[src/rtl/devbus_pkg.sv]
package devbus_pkg;

  localparam int CFG_W     = 32;
  localparam int SLOT_W    = 4;
  localparam int N_SLOTS   = 5;
  localparam int FIRST_W   = 5;
  localparam int SLOT0_LSB = FIRST_W;
  localparam int SKEW_LSB  = SLOT0_LSB + SLOT_W * N_SLOTS;
  localparam int CNT_W     = FIRST_W;

  // slot indices inside the packed slot area
  localparam int SL_NEXT = 0;
  localparam int SL_A2W  = 1;
  localparam int SL_WLO  = 2;
  localparam int SL_WHI  = 3;
  localparam int SL_TOFF = 4;

  typedef enum logic [2:0] {
    ST_IDLE  = 3'd0,
    ST_ALE   = 3'd1,
    ST_RWAIT = 3'd2,
    ST_WSET  = 3'd3,
    ST_WLO   = 3'd4,
    ST_WHI   = 3'd5,
    ST_GAP   = 3'd6
  } seq_state_e;

  // effective (never zero) phase lengths
  typedef struct packed {
    logic [FIRST_W-1:0] first;
    logic [SLOT_W-1:0]  period;
    logic [SLOT_W-1:0]  a2w;
    logic [SLOT_W-1:0]  wlo;
    logic [SLOT_W-1:0]  whi;
    logic [SLOT_W-1:0]  toff;
  } timing_t;

  function automatic logic [SLOT_W-1:0] clamp_slot(input logic [SLOT_W-1:0] v);
    return (v == '0) ? SLOT_W'(1) : v;
  endfunction

  function automatic logic [FIRST_W-1:0] clamp_first(input logic [FIRST_W-1:0] v);
    return (v == '0) ? FIRST_W'(1) : v;
  endfunction

endpackage

[src/rtl/devbus_cfg.sv]
module devbus_cfg
  import devbus_pkg::*;
#(
  parameter logic [CFG_W-1:0] RESET_VAL = 32'h8FCF_FFFF
) (
  input  logic             clk,
  input  logic             rst_n,
  input  logic             we,
  input  logic [CFG_W-1:0] wdata,
  output logic [CFG_W-1:0] rdata,
  output timing_t          timing
);

  logic [CFG_W-1:0]  cfg_q, cfg_d;
  logic [SLOT_W-1:0] slot_eff [N_SLOTS];
  logic [SLOT_W-1:0] skew_eff;

  always_comb begin
    cfg_d = cfg_q;
    if (we) cfg_d = wdata;
  end

  always_ff @(posedge clk or negedge rst_n) begin
    if (!rst_n) cfg_q <= RESET_VAL;
    else        cfg_q <= cfg_d;
  end

  assign rdata = cfg_q;

  for (genvar gi = 0; gi < N_SLOTS; gi++) begin : g_slot
    assign slot_eff[gi] = clamp_slot(cfg_q[SLOT0_LSB + SLOT_W*gi +: SLOT_W]);
  end

  assign skew_eff = (cfg_q[SKEW_LSB +: 2] == 2'd0) ? SLOT_W'(1)
                                                   : {{(SLOT_W-2){1'b0}}, cfg_q[SKEW_LSB +: 2]};

  always_comb begin
    timing.first  = clamp_first(cfg_q[FIRST_W-1:0]);
    timing.period = (slot_eff[SL_NEXT] > skew_eff) ? slot_eff[SL_NEXT] : skew_eff;
    timing.a2w    = slot_eff[SL_A2W];
    timing.wlo    = slot_eff[SL_WLO];
    timing.whi    = slot_eff[SL_WHI];
    timing.toff   = slot_eff[SL_TOFF];
  end

endmodule

[src/rtl/devbus_phase_cnt.sv]
module devbus_phase_cnt #(
  parameter int W = 5
) (
  input  logic         clk,
  input  logic         rst_n,
  input  logic         load,
  input  logic [W-1:0] load_val,
  output logic [W-1:0] cnt
);

  logic [W-1:0] cnt_q, cnt_d;

  always_comb begin
    if (load)               cnt_d = load_val;
    else if (cnt_q != '0)   cnt_d = cnt_q - W'(1);
    else                    cnt_d = cnt_q;
  end

  always_ff @(posedge clk or negedge rst_n) begin
    if (!rst_n) cnt_q <= '0;
    else        cnt_q <= cnt_d;
  end

  assign cnt = cnt_q;

endmodule

[src/rtl/devbus_seq_fsm.sv]
module devbus_seq_fsm
  import devbus_pkg::*;
#(
  parameter int AW = 16,
  parameter int LW = 3,
  parameter int DW = 8
) (
  input  logic             clk,
  input  logic             rst_n,
  input  timing_t          timing_in,
  input  logic             req_valid,
  input  logic             req_write,
  input  logic [AW-1:0]    req_addr,
  input  logic [LW-1:0]    req_len,
  input  logic [DW-1:0]    req_wdata,
  output logic             req_ready,
  output logic             wd_pop,
  input  logic [CNT_W-1:0] cnt,
  output logic             cnt_load,
  output logic [CNT_W-1:0] cnt_val,
  output logic             ale,
  output logic [AW-1:0]    badr,
  output logic             rd_stb,
  output logic             wr_stb,
  output logic [DW-1:0]    dq_out,
  output logic             dq_oe,
  input  logic [DW-1:0]    dq_in,
  output logic [DW-1:0]    rd_data,
  output logic             rd_valid
);

  localparam int PAD = CNT_W - SLOT_W;

  seq_state_e    st_q, st_d;
  timing_t       tim_q, tim_d;
  logic [AW-1:0] addr_q, addr_d;
  logic [DW-1:0] wd_q, wd_d;
  logic [LW-1:0] beat_q, beat_d;
  logic [LW-1:0] len_q, len_d;
  logic          wr_q, wr_d;
  logic [DW-1:0] rdd_q, rdd_d;
  logic          rdv_q, rdv_d;
  logic          adv;
  logic          last_beat;
  logic          cnt_zero, cnt_one;

  assign last_beat = (beat_q == len_q);
  assign cnt_zero  = (cnt == '0);
  assign cnt_one   = (cnt == CNT_W'(1));

  always_comb begin
    st_d     = st_q;
    tim_d    = tim_q;
    addr_d   = addr_q;
    wd_d     = wd_q;
    beat_d   = beat_q;
    len_d    = len_q;
    wr_d     = wr_q;
    rdd_d    = rdd_q;
    rdv_d    = 1'b0;
    cnt_load = 1'b0;
    cnt_val  = '0;
    adv      = 1'b0;
    unique case (st_q)
      ST_IDLE: begin
        if (req_valid) begin
          st_d   = ST_ALE;
          tim_d  = timing_in;
          addr_d = req_addr;
          wd_d   = req_wdata;
          len_d  = req_len;
          beat_d = '0;
          wr_d   = req_write;
        end
      end
      ST_ALE: begin
        cnt_load = 1'b1;
        if (!wr_q) begin
          st_d    = ST_RWAIT;
          cnt_val = tim_q.first - CNT_W'(1);
        end else if (tim_q.a2w == SLOT_W'(1)) begin
          st_d    = ST_WLO;
          cnt_val = {{PAD{1'b0}}, tim_q.wlo} - CNT_W'(1);
        end else begin
          st_d    = ST_WSET;
          cnt_val = {{PAD{1'b0}}, tim_q.a2w} - CNT_W'(2);
        end
      end
      ST_RWAIT: begin
        if (cnt_zero) begin
          rdv_d    = 1'b1;
          rdd_d    = dq_in;
          cnt_load = 1'b1;
          if (last_beat) begin
            st_d    = ST_GAP;
            cnt_val = {{PAD{1'b0}}, tim_q.toff} - CNT_W'(1);
          end else begin
            adv     = 1'b1;
            cnt_val = {{PAD{1'b0}}, tim_q.period} - CNT_W'(1);
          end
        end
      end
      ST_WSET: begin
        if (cnt_zero) begin
          st_d     = ST_WLO;
          cnt_load = 1'b1;
          cnt_val  = {{PAD{1'b0}}, tim_q.wlo} - CNT_W'(1);
        end
      end
      ST_WLO: begin
        if (cnt_zero) begin
          if (last_beat) begin
            st_d = ST_IDLE;
          end else begin
            st_d     = ST_WHI;
            cnt_load = 1'b1;
            cnt_val  = {{PAD{1'b0}}, tim_q.whi} - CNT_W'(1);
            adv      = (tim_q.whi == SLOT_W'(1));
          end
        end
      end
      ST_WHI: begin
        if (cnt_one) adv = 1'b1;
        if (cnt_zero) begin
          st_d     = ST_WLO;
          cnt_load = 1'b1;
          cnt_val  = {{PAD{1'b0}}, tim_q.wlo} - CNT_W'(1);
        end
      end
      ST_GAP: begin
        if (cnt_zero) st_d = ST_IDLE;
      end
      default: st_d = ST_IDLE;
    endcase
    if (adv) begin
      addr_d = addr_q + AW'(1);
      beat_d = beat_q + LW'(1);
      if (wr_q) wd_d = req_wdata;
    end
  end

  always_ff @(posedge clk or negedge rst_n) begin
    if (!rst_n) begin
      st_q   <= ST_IDLE;
      tim_q  <= '0;
      addr_q <= '0;
      wd_q   <= '0;
      beat_q <= '0;
      len_q  <= '0;
      wr_q   <= 1'b0;
      rdd_q  <= '0;
      rdv_q  <= 1'b0;
    end else begin
      st_q   <= st_d;
      tim_q  <= tim_d;
      addr_q <= addr_d;
      wd_q   <= wd_d;
      beat_q <= beat_d;
      len_q  <= len_d;
      wr_q   <= wr_d;
      rdd_q  <= rdd_d;
      rdv_q  <= rdv_d;
    end
  end

  assign req_ready = (st_q == ST_IDLE);
  assign wd_pop    = adv & wr_q;
  assign ale       = (st_q == ST_ALE);
  assign rd_stb    = (st_q == ST_RWAIT);
  assign wr_stb    = (st_q == ST_WLO);
  assign dq_oe     = (st_q == ST_ALE) | (st_q == ST_WSET) | (st_q == ST_WLO) | (st_q == ST_WHI);
  assign dq_out    = (st_q == ST_ALE) ? addr_q[DW-1:0] : wd_q;
  assign badr      = addr_q;
  assign rd_data   = rdd_q;
  assign rd_valid  = rdv_q;

endmodule

[src/rtl/devbus_seq.sv]
module devbus_seq
  import devbus_pkg::*;
#(
  parameter int AW = 16,
  parameter int LW = 3,
  parameter int DW = 8,
  parameter logic [31:0] RESET_CFG = 32'h8FCF_FFFF
) (
  input  logic          clk,
  input  logic          rst_n,
  input  logic          cfg_we,
  input  logic [31:0]   cfg_wdata,
  output logic [31:0]   cfg_rdata,
  input  logic          req_valid,
  output logic          req_ready,
  input  logic          req_write,
  input  logic [AW-1:0] req_addr,
  input  logic [LW-1:0] req_len,
  input  logic [DW-1:0] req_wdata,
  output logic          wd_pop,
  output logic [DW-1:0] rd_data,
  output logic          rd_valid,
  output logic          ale,
  output logic [AW-1:0] badr,
  output logic          rd_stb,
  output logic          wr_stb,
  output logic [DW-1:0] dq_out,
  output logic          dq_oe,
  input  logic [DW-1:0] dq_in
);

  logic [1:0]       rsync_q, rsync_d;
  logic             rst_n_i;
  timing_t          timing;
  logic             cnt_load;
  logic [CNT_W-1:0] cnt_val, cnt;

  always_comb rsync_d = {rsync_q[0], 1'b1};

  always_ff @(posedge clk or negedge rst_n) begin
    if (!rst_n) rsync_q <= 2'b00;
    else        rsync_q <= rsync_d;
  end

  assign rst_n_i = rsync_q[1];

  devbus_cfg #(.RESET_VAL(RESET_CFG)) u_cfg (
    .clk    (clk),
    .rst_n  (rst_n_i),
    .we     (cfg_we),
    .wdata  (cfg_wdata),
    .rdata  (cfg_rdata),
    .timing (timing)
  );

  devbus_phase_cnt #(.W(CNT_W)) u_cnt (
    .clk      (clk),
    .rst_n    (rst_n_i),
    .load     (cnt_load),
    .load_val (cnt_val),
    .cnt      (cnt)
  );

  devbus_seq_fsm #(.AW(AW), .LW(LW), .DW(DW)) u_fsm (
    .clk       (clk),
    .rst_n     (rst_n_i),
    .timing_in (timing),
    .req_valid (req_valid),
    .req_write (req_write),
    .req_addr  (req_addr),
    .req_len   (req_len),
    .req_wdata (req_wdata),
    .req_ready (req_ready),
    .wd_pop    (wd_pop),
    .cnt       (cnt),
    .cnt_load  (cnt_load),
    .cnt_val   (cnt_val),
    .ale       (ale),
    .badr      (badr),
    .rd_stb    (rd_stb),
    .wr_stb    (wr_stb),
    .dq_out    (dq_out),
    .dq_oe     (dq_oe),
    .dq_in     (dq_in),
    .rd_data   (rd_data),
    .rd_valid  (rd_valid)
  );

endmodule

[config.mk]
export PLATFORM = sky130hd
export DESIGN_NAME = devbus_seq
export DESIGN_NICKNAME = d
export VERILOG_FILES = /design/src/rtl/devbus_pkg.sv /design/src/rtl/devbus_cfg.sv /design/src/rtl/devbus_phase_cnt.sv /design/src/rtl/devbus_seq_fsm.sv /design/src/rtl/devbus_seq.sv
export SDC_FILE = /design/constraint.sdc
export NUM_CORES = 1
export LEC_CHECK = 0
export ABC_AREA = 1
export BUFFER_PORTS_ARGS = -buffer_cell sky130_fd_sc_hd__buf_2
export CAP_MARGIN = 10
export CORE_ASPECT_RATIO = 1.1
export CORE_MARGIN = 5
export CORE_UTILIZATION = 40
export CTS_CLUSTER_SIZE = 16
export DETAILED_ROUTE_END_ITERATION = 12
export HOLD_SLACK_MARGIN = 0.1
export PLACE_DENSITY = 0.68
export SYNTH_ARGS = -nofsm -noshare
export SYNTH_HDL_FRONTEND = slang
export SYNTH_HIERARCHICAL = 1
export SYNTH_SLANG_ARGS = --single-unit
[constraint.sdc]
create_clock -name clk -period 3.52 [get_ports clk]
set_input_delay 0.352 -clock clk [delete_from_list [all_inputs] [get_ports clk]]
set_output_delay 0.352 -clock clk [all_outputs]
set_load 0.03 [all_outputs]
Word level (Yosys, flattened, before mapping):

Index checks and enable logic that the tools add are counted.

* $add $sub $neg: 9
* magnitude comparators: 1
* equality and inequality tests: 16
* muxes and demuxes: 48
* bitwise logic cells: 4
* reduce and logical (&&, ||, !) cells: 19

Operators with widths (number)
* $mux 5: 10
* $mux 16: 3
* $mux 8: 5
* $mux 3: 12
* $mux 4: 6
* $logic_not 4->1: 5
* $pmux 5 s4: 1
* $sub 4x1->5 const B: 4
* $pmux 3 s6: 1
* $add 16x1->16 const B: 1
* $logic_not 5->1: 2
* $ne 2x1->1 const B: 5
* $sub 5x1->5 const B: 2
* $eq 3x3->1 const B: 3
* $eq 4x1->1 const B: 2
* $mux 1: 7
* $eq 3x2->1 const B: 2
* $pmux 1 s3: 2
* $reduce_and 2->1: 3
* $reduce_and 6->1: 1
* $reduce_bool 2->1: 3
* $eq 5x1->1 const B: 1
* $reduce_bool 5->1: 1
* $sub 4x2->5 const B: 1
* 12 further kinds: 14

* bits in registers: 107
* input port bits: 72
* output and inout bits: 71
* word-level logic and storage cells: 114

Longest topological paths before layout:

Gate-level depths: netlist of the first run.

* depth in word-level cells: 6
* depth in mapped cells: 14
* gate-level depth less buffers: 14

Modules after synthesis:

Netlist of the first run, hierarchy kept.

Modules (own cells, without submodules)
* devbus_seq_fsm: times used 1, cells each 610, area each 4305.4 sq um, sequential area each 1701.6 sq um
* devbus_cfg: times used 1, cells each 139, area each 1529.0 sq um, sequential area each 834.6 sq um
* devbus_phase_cnt: times used 1, cells each 39, area each 291.5 sq um, sequential area each 125.1 sq um
* devbus_seq: times used 1, cells each 3, area each 53.8 sq um, sequential area each 50.0 sq um

Worst setup path after synthesis of the first run:

OpenSTA, ideal clock, no wires.

* path type: register -> output
* start point: register u_fsm.st_q[2]
* end point: output port wd_pop
* arrival: 1840 ps
* data required time: 3168 ps
* slack: 1328 ps
* stages on the path, launching flop included: 12
* path buffers: 2
* cells stage by stage: dfrtp_1 > buf_4 > inv_2 > nand2_2 > nor2_4 > inv_1 > o21ai_2 > nand3_4 > nand2_4 > inv_2 > buf_6 > nor2_1

* longest elaborated chain between the ends: 3
* elaborated cells on any way between the ends: 5
* those cells by class: eq/ne (3); mux (1); bitwise (1)

RTL lines
* start, declared: line devbus_seq_fsm.sv:34 `seq_state_e st_q, st_d;`
* start signal, assigned: line devbus_seq_fsm.sv:154 `st_q <= st_d;`
* $eq 3x2->1
* named net rd_stb: line devbus_seq.sv:25 `output logic rd_stb,`
* $pmux 1 s3: line devbus_seq_fsm.sv:64 `unique case (st_q)`
* $and 1x1->1: line devbus_seq_fsm.sv:167 `assign wd_pop = adv & wr_q;`
* end, declared: line devbus_seq.sv:20 `output logic wd_pop,`

The timed path passes the listed nets, and every way through them passes these cells.

Worst setup path after layout of the first run:

* start point: register u_fsm.beat_q[1]
* end point: output port wd_pop

* longest elaborated chain between the ends: 5
* elaborated cells on any way between the ends: 7
* those cells by class: eq/ne (1); mux (5); bitwise (1)

RTL lines
* start, declared: line devbus_seq_fsm.sv:38 `logic [LW-1:0] beat_q, beat_d;`
* start signal, assigned: line devbus_seq_fsm.sv:158 `beat_q <= beat_d;`
* $eq 3x3->1 (*): line devbus_seq_fsm.sv:47 `assign last_beat = (beat_q == len_q);`
* $mux 1, on equally long branches: line devbus_seq_fsm.sv:112, devbus_seq_fsm.sv:94
* $mux 1, on equally long branches: line devbus_seq_fsm.sv:111, devbus_seq_fsm.sv:90
* $pmux 1 s3 (*): line devbus_seq_fsm.sv:64
* $and 1x1->1 (*): line devbus_seq_fsm.sv:167

Mark *: on every way between the ends. The rest lies on a longest branch, timed or not.

==> out/qor.yml, run 1 <==
outcome: "completed"
start_util_pct: 40.9
crit_path_start_kind: "register"
syn_nets: 874
period_minus_slack_ns: 2.63
vias: 5211
die_h_um: 140
cellPowerDensity_nw_per_um2: 371
synth_top_area_share_pct: 32.4
intPower_w: 0.00203
path_cells: "inv_1 > nand2_1 > nand2_1 > nand3_4 > nand3_4 > nand2_4 > inv_2 > nor2_1 > buf_2"
clk_latency_ns: 0.35
synth-edff-count: 0
path_buf_inv: 3
cp-end-kind: "output port"
maxCapViolCount: 0
cts_max_path_buffers: 2
p_sw_share_pct: 24.4
slew-limit-headroom_pct: 35.2
crit_type: "register to output port"
fp-row-count: 47
coreArea_um2: 15100
io-pin-count: 143
syn_to_final_growth_pct: 17.0
required_ns: 3.17
yosys.area_share.simple_pct: 27.0
finalSetupViolCount: 0
ant_nets: 0
muxShareOfSynthArea_pct: 5.91
synth-seq-cells: 107
cts_buffers: 9
clock-root-buffer: "clkbuf_16"
syn_avg_cell_area_um2: 7.81
async_reset_ff_share_pct: 100
max_freq_mhz: 381
postCtsSetupRepairBufs: 0
p_clk_share_pct: 39.0
slowest_stage: "dfrtp_1"
dr.first_iter.drc_count: 235
io_buffers: 142
clkTransAtPathRegs_ns: 0.06
track_usage_pct: 16.1
r2r_start: "u_fsm/st_q[0]"
p_switching_w: 0.000655
antenna_found_initial: 0
crit_path_start: "u_fsm/beat_q[1]"
crit_fanout: 23
cts_tree: "yes"
leakagePower_nw: 3.76
synthAdderAreaFrac_pct: 2.23
drc: 0
dpl.hpwl_um: 10800
grt.overflow.total: 0
synth_top_cell_by_area: "dfrtp_1"
rsz0062_at_grt: "false"
final_area_um2: 7230
viasPerCell: 4.72
synth_compound_area_share_pct: 9.05
grt_first_pass_wirelength_um: 23700
nNetsFinal: 986
die_x_um: 129
tightest_slew_ns: 0.972
wl_per_cell_um: 12.9
max_stage_delay_ns: 0.41
synth_xor_area_share_pct: 2.57
htree_num_levels: 3
critPathTopFamily: "simple AND/OR/NAND/NOR gates"
p_seq_share_pct: 50.0
finalHoldViolCount: 0
synth_seq_area_share_pct: 43.9
timing.setup.tns_ns: 0
ys_warn_count: 6
synth.area.top_cells: "dfrtp_1 32%, nand2_1 17%, dfstp_2 11%"
first_pass_iters: 4
grt_pass1_vias: 4936
drt-total-wl_um: 14300
clock-sinks: 107
grt_max_degree: 78
synthCells: 791
fin_skew_ns: 0.00553
synth_top_family_by_area: "simple AND/OR/NAND/NOR gates"
drive_gt1_share_pct: 25.0
ir_drop_uv: 274
worstPathArrival_ns: 2.27
min_from: "dq_in[0]"
combPwrFrac_pct: 11.0
placed_cell_area_um2: 6920
slew_violations: 0
hold_path.class: "input port to register"
synth_area_um2: 6180
die_area_um2: 18000
antenna_cells: 0
synthFlopType: "dfrtp_1"
finalCritPeriodShare_pct: 74.6
netlist-cell-type-count: 44
gp_congestion: 0.819
[power by group through the flow]
stage | clock [W] | combinational (W) | sequential [W]
final | 0.00105 | 0.000295 | 0.00134
after global routing | 0.00113 | 0.000323 | 0.00135
after CTS | 0.00108 | 0.000299 | 0.00135
after detailed placement | 0 | 0.000297 | 0.00137
after global placement | 0 | 0.000295 | 0.00137
after floorplan | 0 | 0.000129 | 0.00143
[flip-flops by register name (all words and copies together) (netlist names)]
register	flops
u_fsm/len_q	3
u_fsm/rd_data	8
u_fsm/st_q	3
u_fsm/tim_q	25
u_fsm/rd_valid	1
u_fsm/wr_q	1
u_fsm/beat_q	3
u_fsm/badr	16
u_cnt/cnt	5
rsync_q	2
u_cfg/rdata	32
u_fsm/wd_q	8
[path summary, 6_finish.rpt]
kind,to,slack [ns],cells after the start
setup / recovery,wd_pop,0.89,9
hold / removal,u_fsm/rd_data[0],0.20,3
setup reg to reg,u_fsm/tim_q[13],1.13,6
hold reg to reg,rsync_q[1],0.36,0
max in group asynchronous,u_fsm/badr[7],2.20,1
min in group asynchronous,rsync_q[1],0.31,2
[synth_stat cells, types with 5 or more instances]
cell and number:
dfrtp_1 80, xnor2_1 7, nand2_1 273, inv_2 5, buf_2 12, mux2_4 16
mux2i_1 8, inv_1 80, nor2_1 35, nand4_1 10, dfstp_2 27, ha_1 11
xor2_1 8, nand3_1 50, a21oi_1 9, buf_6 7, clkbuf_1 23, o21ai_0 69
o21ai_1 17
[cells in the final DEF, fill, tap and decap left out, types with 2 or more instances in the layout]
cell / instances
clkinv_2: 2
o21bai_1: 2
a21oi_1: 9
nor3_1: 4
buf_2: 142
buf_4: 4
mux2_4: 16
nand3_1: 50
o21ai_1: 17
clkbuf_16: 9
dfstp_2: 27
mux2i_1: 8
nand2_1: 273
o31ai_1: 4
xnor2_1: 7
or2_2: 3
o21ai_0: 69
bufinv_16: 2
ha_1: 11
nand3_4: 2
nand4_1: 10
dfrtp_1: 79
inv_2: 5
clkbuf_1: 3
xor2_1: 8
nand2_2: 2
nor2_1: 35
mux2_2: 4
o211ai_1: 4
inv_1: 80
[logic make-up (layout without fill, tap and decap cells)]
family | after synthesis | in the layout
fa+ha+maj | 11 | 11
buf+inv | 132 | 248
flops | 107 | 107
mux | 28 | 28
xor+xnor | 16 | 16
other cells | 1 | 1
compound gates | 106 | 106
simple gates | 390 | 390
[area by class of cell]
cell class                 instances  area [um^2]
timing repair buffer             147          751
inverter                          86          324
sequential                       107         2720
multi-input combinational        552         2890
clock inverter                     3         65.1
clock buffer                      12          236
tap                              196          245
fill                            1495         7890
[metal layers]
layer	track usage (%)	part of all wire, %	wire length [um]	vias to the layer above
met4	4.70	1.5	210	0
met1	21.2	45	6410	2335
met2	26.0	47	6640	144
li1	-	-	-	2719
met3	4.15	7.1	1020	13
met5	0	0	0	-
[worst min-delay path, cell delays in order]
cell and delay (ns):
buf_2 0.07, nand2_1 0.04, nand2_1 0.04
[metrics by stage]
| step | util [%] | power (W) | std cells | worst slack (ns) | hold WS, ns |
|---|---|---|---|---|---|
| global placement | 45.8 | 0.00166 | 1087 | 1.18 | 0.139 |
| global route | 47.8 | 0.00281 | 1103 | 0.699 | 0.199 |
| CTS | 47.8 | 0.00273 | 1103 | 0.876 | 0.183 |
| detailed placement | 45.8 | 0.00166 | 1087 | 1.12 | 0.138 |
| finish | 47.8 | 0.00268 | 1103 | 0.894 | 0.200 |
| floorplan | - | 0.00156 | 791 | 0.366 | 0.0564 |
[what timing repair did]
action	4_1_cts	5_1_grt
endpoints found under the hold margin	2	0
hold buffers	1	0
resized for setup	0	0
Note: power is estimated with default switching activity, not from simulation.
==> run 2, diff against run 1 <==
==> constraint.sdc (replaced) <==
create_clock -name clk -period 2.7 [get_ports clk]
set_input_delay 0.27 -clock clk [delete_from_list [all_inputs] [get_ports clk]]
set_output_delay 0.27 -clock clk [all_outputs]
set_load 0.03 [all_outputs]
==> run 2 against run 1 <==
  * Non-clock buffer count rose by 4
  * Hold slack worse by 0.085 ns
  * Routed wire length up 5.2%
  * Sequential share of layout area fell by 0.18 points
  * Combinational power increased by 33%
  * Critical endpoint unchanged
  * Via count rose by 2.8%
  * Total power rose by 27%
  * Flip-flop and latch count did not move
  * Global-route usage increased by 0.96 points
  * Worst setup slack got worse by 0.66 ns
==> out/qor.yml, run 2 (synthesis gave the netlist of run 1 again) <==
crit_fanout: 23  # unchanged
track_usage_pct: 17.0  # +0.96 points
layout_commonest_cell: "nand2_1"
period_minus_slack_ns: 2.47
maxCapViolCount: 0  # unchanged
ir_drop_uv: 374  # +36%
die_h_um: 140  # unchanged
antenna_found_initial: 0  # unchanged
drc: 0  # unchanged
crit_type: "register to output port"
clock-root-buffer: "clkbuf_16"
worstPathArrival_ns: 2.20  # -0.07 ns
grt.overflow.total: 0  # unchanged
grt_first_pass_wirelength_um: 25000  # +5.4%
min_path_cells: 3  # unchanged
gp_congestion: 0.857  # +4.7%
grt_pass1_vias: 5240  # +6.2%
drt-total-wl_um: 15000  # +5.2%
dr.first_iter.drc_count: 276  # +17%
finalSetupViolCount: 0  # unchanged
largest_register_ffs: 32  # unchanged
tightest_slew_ns: 0.917  # -0.0555 ns
cp-end-kind: "output port"
globalRouteMet1Util_pct: 22.4  # +1.2 points
ant_nets: 0  # unchanged
crit_path_start_kind: "register"
cts_max_path_buffers: 2  # unchanged
outcome: "completed"
r2r_cells: 11  # +5
max_freq_mhz: 405
leakagePower_nw: 3.78  # +0.47%
timing.setup.tns_ns: 0  # unchanged
rsz0062_at_grt: "false"
fin_skew_ns: 0.00754  # +0.00201 ns
final_cells: 1108  # +0.45%
antenna_cells: 0  # unchanged
die_x_um: 129  # unchanged
grt-busiest-layer: "met2"
die_area_um2: 18000  # unchanged
start_util_pct: 40.9  # unchanged
cellPowerDensity_nw_per_um2: 471  # +27%
layout.cells.most_common_list: "273 x nand2_1, 142 x buf_2, 80 x inv_1"
htree_num_levels: 3  # unchanged
finalCritPeriodShare_pct: 91.4
cts_tree: "yes"
viasPerCell: 4.83  # +2.3%
wl_per_cell_um: 13.6  # +4.8%
dpl.hpwl_um: 11100  # +3.0%
clk_latency_ns: 0.35  # about the same
hold_path.class: "input port to register"
first_pass_iters: 5  # +1
clock-sinks: 107  # unchanged
placed_cells: 1090  # +0.28%
io_buffers: 142  # unchanged
cts_buffers: 9  # unchanged
finalHoldViolCount: 0  # unchanged
io-pin-count: 143  # unchanged
syn_to_final_growth_pct: 17.5
slew-limit-headroom_pct: 38.9  # +3.7 points
grt_max_degree: 70  # -10%
clkTransAtPathRegs_ns: 0.06  # about the same
slew_violations: 0  # unchanged
drive_gt1_share_pct: 25.5  # +0.52 points
fp-row-count: 47  # unchanged
vias: 5355  # +2.8%
gr-usage-met2_pct: 27.5  # +1.5 points
required_ns: 2.43  # -0.74 ns
nNetsFinal: 990  # +0.41%
coreArea_um2: 15100  # unchanged
met3_usage_pct: 4.65  # +0.50 points
## run 2: what timing repair did
action | CTS | global route
hold endpoints to repair | 3 | 0
resized for setup | 0 | 0
hold buffers | 2 | 0
buffers inserted | 0 | 0
## run 2: layer usage
metal / up-vias / part of all wire [%]
met5: - / 0
met4: 0 / 1.5
met3: 15 / 7.6
met2: 149 / 46
met1: 2453 / 45
li1: 2738 / -
## run 2: stage by stage
stage / hold slack [ns] / util, % / worst slack [ns] / total power (W) / area [um^2]
floorplan: -0.0256 / - / 0.590 / 0.00204 / 6180
global placement: 0.0567 / 46.0 / 0.590 / 0.00217 / 6950
detailed placement: 0.0579 / 46.0 / 0.570 / 0.00217 / 6950
CTS: 0.101 / 48.1 / 0.174 / 0.00349 / 7260
global route: 0.113 / 48.1 / 0.0281 / 0.00359 / 7260
finish: 0.115 / 48.1 / 0.232 / 0.00342 / 7260
## run 2: final timing paths
path / to / from / slack [ns]
hold / removal: u_fsm/rd_data[1] / dq_in[1] / 0.12
hold reg to reg: rsync_q[1] / rsync_q[0] / 0.35
min in group asynchronous: rsync_q[1] / rst_n / 0.23
setup reg to reg: u_cnt/cnt[0] / u_cnt/cnt[2] / 0.56
max in group asynchronous: u_fsm/badr[7] / rsync_q[1] / 1.57
setup / recovery: wd_pop / u_cnt/cnt[2] / 0.23
## run 2: layout make-up
| class | count | area, um^2 |
|---|---|---|
| clock inverter | 3 | 21.3 |
| multi-input combinational | 552 | 2890 |
| tap | 196 | 245 |
| timing repair buffer | 151 | 796 |
| clock buffer | 13 | 270 |
| sequential | 107 | 2720 |
| fill | 1491 | 7850 |
| inverter | 86 | 324 |
## run 2: worst max-delay path, stage by stage (launching register included)
cell and delay, ns:
dfrtp_1 0.43, nor2_1 0.15, nand2_1 0.08, nor2_2 0.28
nand3_4 0.13, nand2_4 0.26, inv_2 0.15, nor2_1 0.15
buf_2 0.21
## run 2: report_power, final
group	switching (W)	internal (W)	total (W)	leakage [nW]
clock network	0.000577	0.000702	0.00128	0.142
registers	0.0000634	0.00169	0.00175	1.15
logic	0.000238	0.000154	0.000392	2.48
==> run 3, diff against run 2 <==
--- a/config.mk
+++ b/config.mk
@@ -6,10 +6,9 @@
 export NUM_CORES = 1
 export LEC_CHECK = 0
 export ABC_AREA = 1
-export BUFFER_PORTS_ARGS = -buffer_cell sky130_fd_sc_hd__buf_2
+export BUFFER_PORTS_ARGS = -buffer_cell sky130_fd_sc_hd__buf_4
 export CAP_MARGIN = 10
 export CORE_ASPECT_RATIO = 1.1
-export CORE_MARGIN = 5
 export CORE_UTILIZATION = 40
 export CTS_CLUSTER_SIZE = 16
 export DETAILED_ROUTE_END_ITERATION = 12
==> run 3 against run 2 <==
  * Clock power decreased by 5%
  * Clock-buffer cell count decreased by 1
  * Fmax increased by 2.5%
  * First-iteration DRC count increased by 18%
  * Flip-flop and latch count unchanged
  * Worst setup slack improved by 0.060 ns
  * Clock skew about the same
  * Global-route usage increased by 2.2 points
  * Utilization increased by 2.3 points
  * Routed wire length decreased by 1.8%
  * Total power about the same
  * Die area decreased by 12%
  * Critical endpoint unchanged
==> out/qor.yml, run 3 (synthesis gave the netlist of run 1 again) <==
viasPerCell: 4.90  # +1.5%
crit_type: "register to output port"
cts_tree: "yes"
drive_gt1_share_pct: 25.4  # -0.16 points
vias: 5423  # +1.3%
layout_commonest_cell: "nand2_1"
cts_max_path_buffers: 2  # unchanged
antenna_cells: 0  # unchanged
outcome: "completed"
crit_fanout: 23  # unchanged
gp_congestion: 0.959  # +12%
grt.overflow.total: 0  # unchanged
start_util_pct: 41.0  # +0.16 points
holdBufCountCts: 1  # -1
ir_drop_uv: 320  # -14%
cp-end-kind: "output port"
layout.cells.most_common_list: "273 x nand2_1, 148 x buf_4, 80 x inv_1"
grt_pass1_vias: 5144  # -1.8%
drc: 0  # unchanged
slew_violations: 0  # unchanged
holdWs_ns: 0.114  # -0.00187 ns
drt-total-wl_um: 14800  # -1.8%
rsz0062_at_grt: "false"
antenna_found_initial: 0  # unchanged
rrSetupSlack_ns: 0.53  # -0.03 ns
hold_path.class: "input port to register"
io-pin-count: 143  # unchanged
finalHoldViolCount: 0  # unchanged
maxCapViolCount: 0  # unchanged
crit_path_start_kind: "register"
cts_buffers: 9  # unchanged
slew-limit-headroom_pct: 64.2  # +25 points
nNetsFinal: 989  # -0.10%
required_ns: 2.43  # about the same
seqCellArea_um2: 2720  # unchanged
coreArea_um2: 15100  # -0.39%
timing.setup.tns_ns: 0  # unchanged
finalSetupViolCount: 0  # unchanged
grt_first_pass_wirelength_um: 24400  # -2.3%
die_area_um2: 16000  # -12%
worstPathArrival_ns: 2.14  # -0.06 ns
max_freq_mhz: 415  # +2.5%
tightest_slew_ns: 0.536  # -0.381 ns
dpl.hpwl_um: 10800  # -2.8%
wl_per_cell_um: 13.3  # -1.6%
fillers: 1515  # +1.6%
syn_to_final_growth_pct: 22.8
die_h_um: 132  # -5.7%
ctsResizeCount: 0  # unchanged
largest_register_ffs: 32  # unchanged
first_pass_iters: 5  # unchanged
io_buffers: 142  # unchanged
fin_skew_ns: 0.00707  # -0.000477 ns
finalCritPeriodShare_pct: 89.2  # -2.2 points
die_x_um: 121  # -6.2%
leakagePower_nw: 3.89  # +2.9%
clkTransAtPathRegs_ns: 0.07  # about the same
postCtsSetupRepairBufs: 0  # unchanged
grt_max_degree: 76  # +8.6%
cellPowerDensity_nw_per_um2: 451  # -4.3%
clock-sinks: 107  # unchanged
track_usage_pct: 19.2  # +2.2 points
ant_nets: 0  # unchanged
period_minus_slack_ns: 2.41  # -0.0599 ns
clk_latency_ns: 0.35  # about the same
fp-row-count: 47  # unchanged
htree_num_levels: 3  # unchanged
dr.first_iter.drc_count: 325  # +18%
clock-root-buffer: "clkbuf_16"
multiInputGateArea_um2: 2890  # unchanged
==> run 3: changes by cell type in the layout (fill, tap and decap cells not counted), sizes merged <==
| cell | delta |
|---|---|
| clkbuf | -1 |
| dlygate4sd3 | -1 |
==> run 3: worst max-delay path: stages (launching register included) <==
cell and delay [ns]:
dfrtp_1 0.48, inv_2 0.11, nand2_2 0.07, nor2_4 0.13, inv_1 0.09, o21ai_2 0.08
nand3_4 0.10, nand2_4 0.25, inv_2 0.18, nor2_1 0.12, buf_4 0.17
==> run 3: cell type report <==
type,instances,area share (%)
Clock buffer,12,3.25
Clock inverter,3,0.330
Inverter,86,4.27
Multi-Input combinational cell,552,38.1
Sequential cell,107,35.8
Tap cell,196,3.23
Timing Repair Buffer,150,15.0
==> run 3: metrics by stage <==
step	cells	setup WS [ns]	power, W	util [%]	area, um^2
after floorplan	791	0.590	0.00204	-	6180
after global placement	1090	0.616	0.00223	48.5	7310
after detailed placement	1090	0.573	0.00223	48.5	7310
after CTS	1106	0.252	0.00348	50.4	7590
after global routing	1106	0.0944	0.00357	50.4	7590
final	1106	0.292	0.00342	50.4	7590
==> run 3: worst paths after layout <==
| check | start | to | cells past startpoint |
|---|---|---|---|
| setup / recovery | u_fsm/st_q[2] | wd_pop | 10 |
| hold / removal | dq_in[4] | u_fsm/rd_data[4] | 3 |
| setup reg to reg | u_fsm/beat_q[0] | u_cnt/cnt[3] | 11 |
| max in group asynchronous | rsync_q[1] | u_cfg/rdata[1] | 1 |
| min in group asynchronous | rst_n | rsync_q[0] | 2 |
| hold reg to reg | rsync_q[1] | u_cfg/rdata[20] | 0 |
==> run 3: where the power goes <==
| group | switching (W) | internal (W) | total [W] | leakage, nW |
|---|---|---|---|---|
| combinational | 0.000245 | 0.000209 | 0.000454 | 2.60 |
| clock | 0.000573 | 0.000650 | 0.00122 | 0.129 |
| sequential | 0.0000572 | 0.00169 | 0.00175 | 1.15 |
| total | 0.000876 | 0.00255 | 0.00342 | 3.89 |
==> run 3: metal layers <==
layer / GRT usage, % / up-vias / wire length, um
met1: 24.9 / 2486 / 6620
met3: 3.72 / 32 / 884
met2: 30.7 / 176 / 6780
met5: 0 / - / 0
li1: - / 2729 / -
met4: 9.40 / 0 / 469
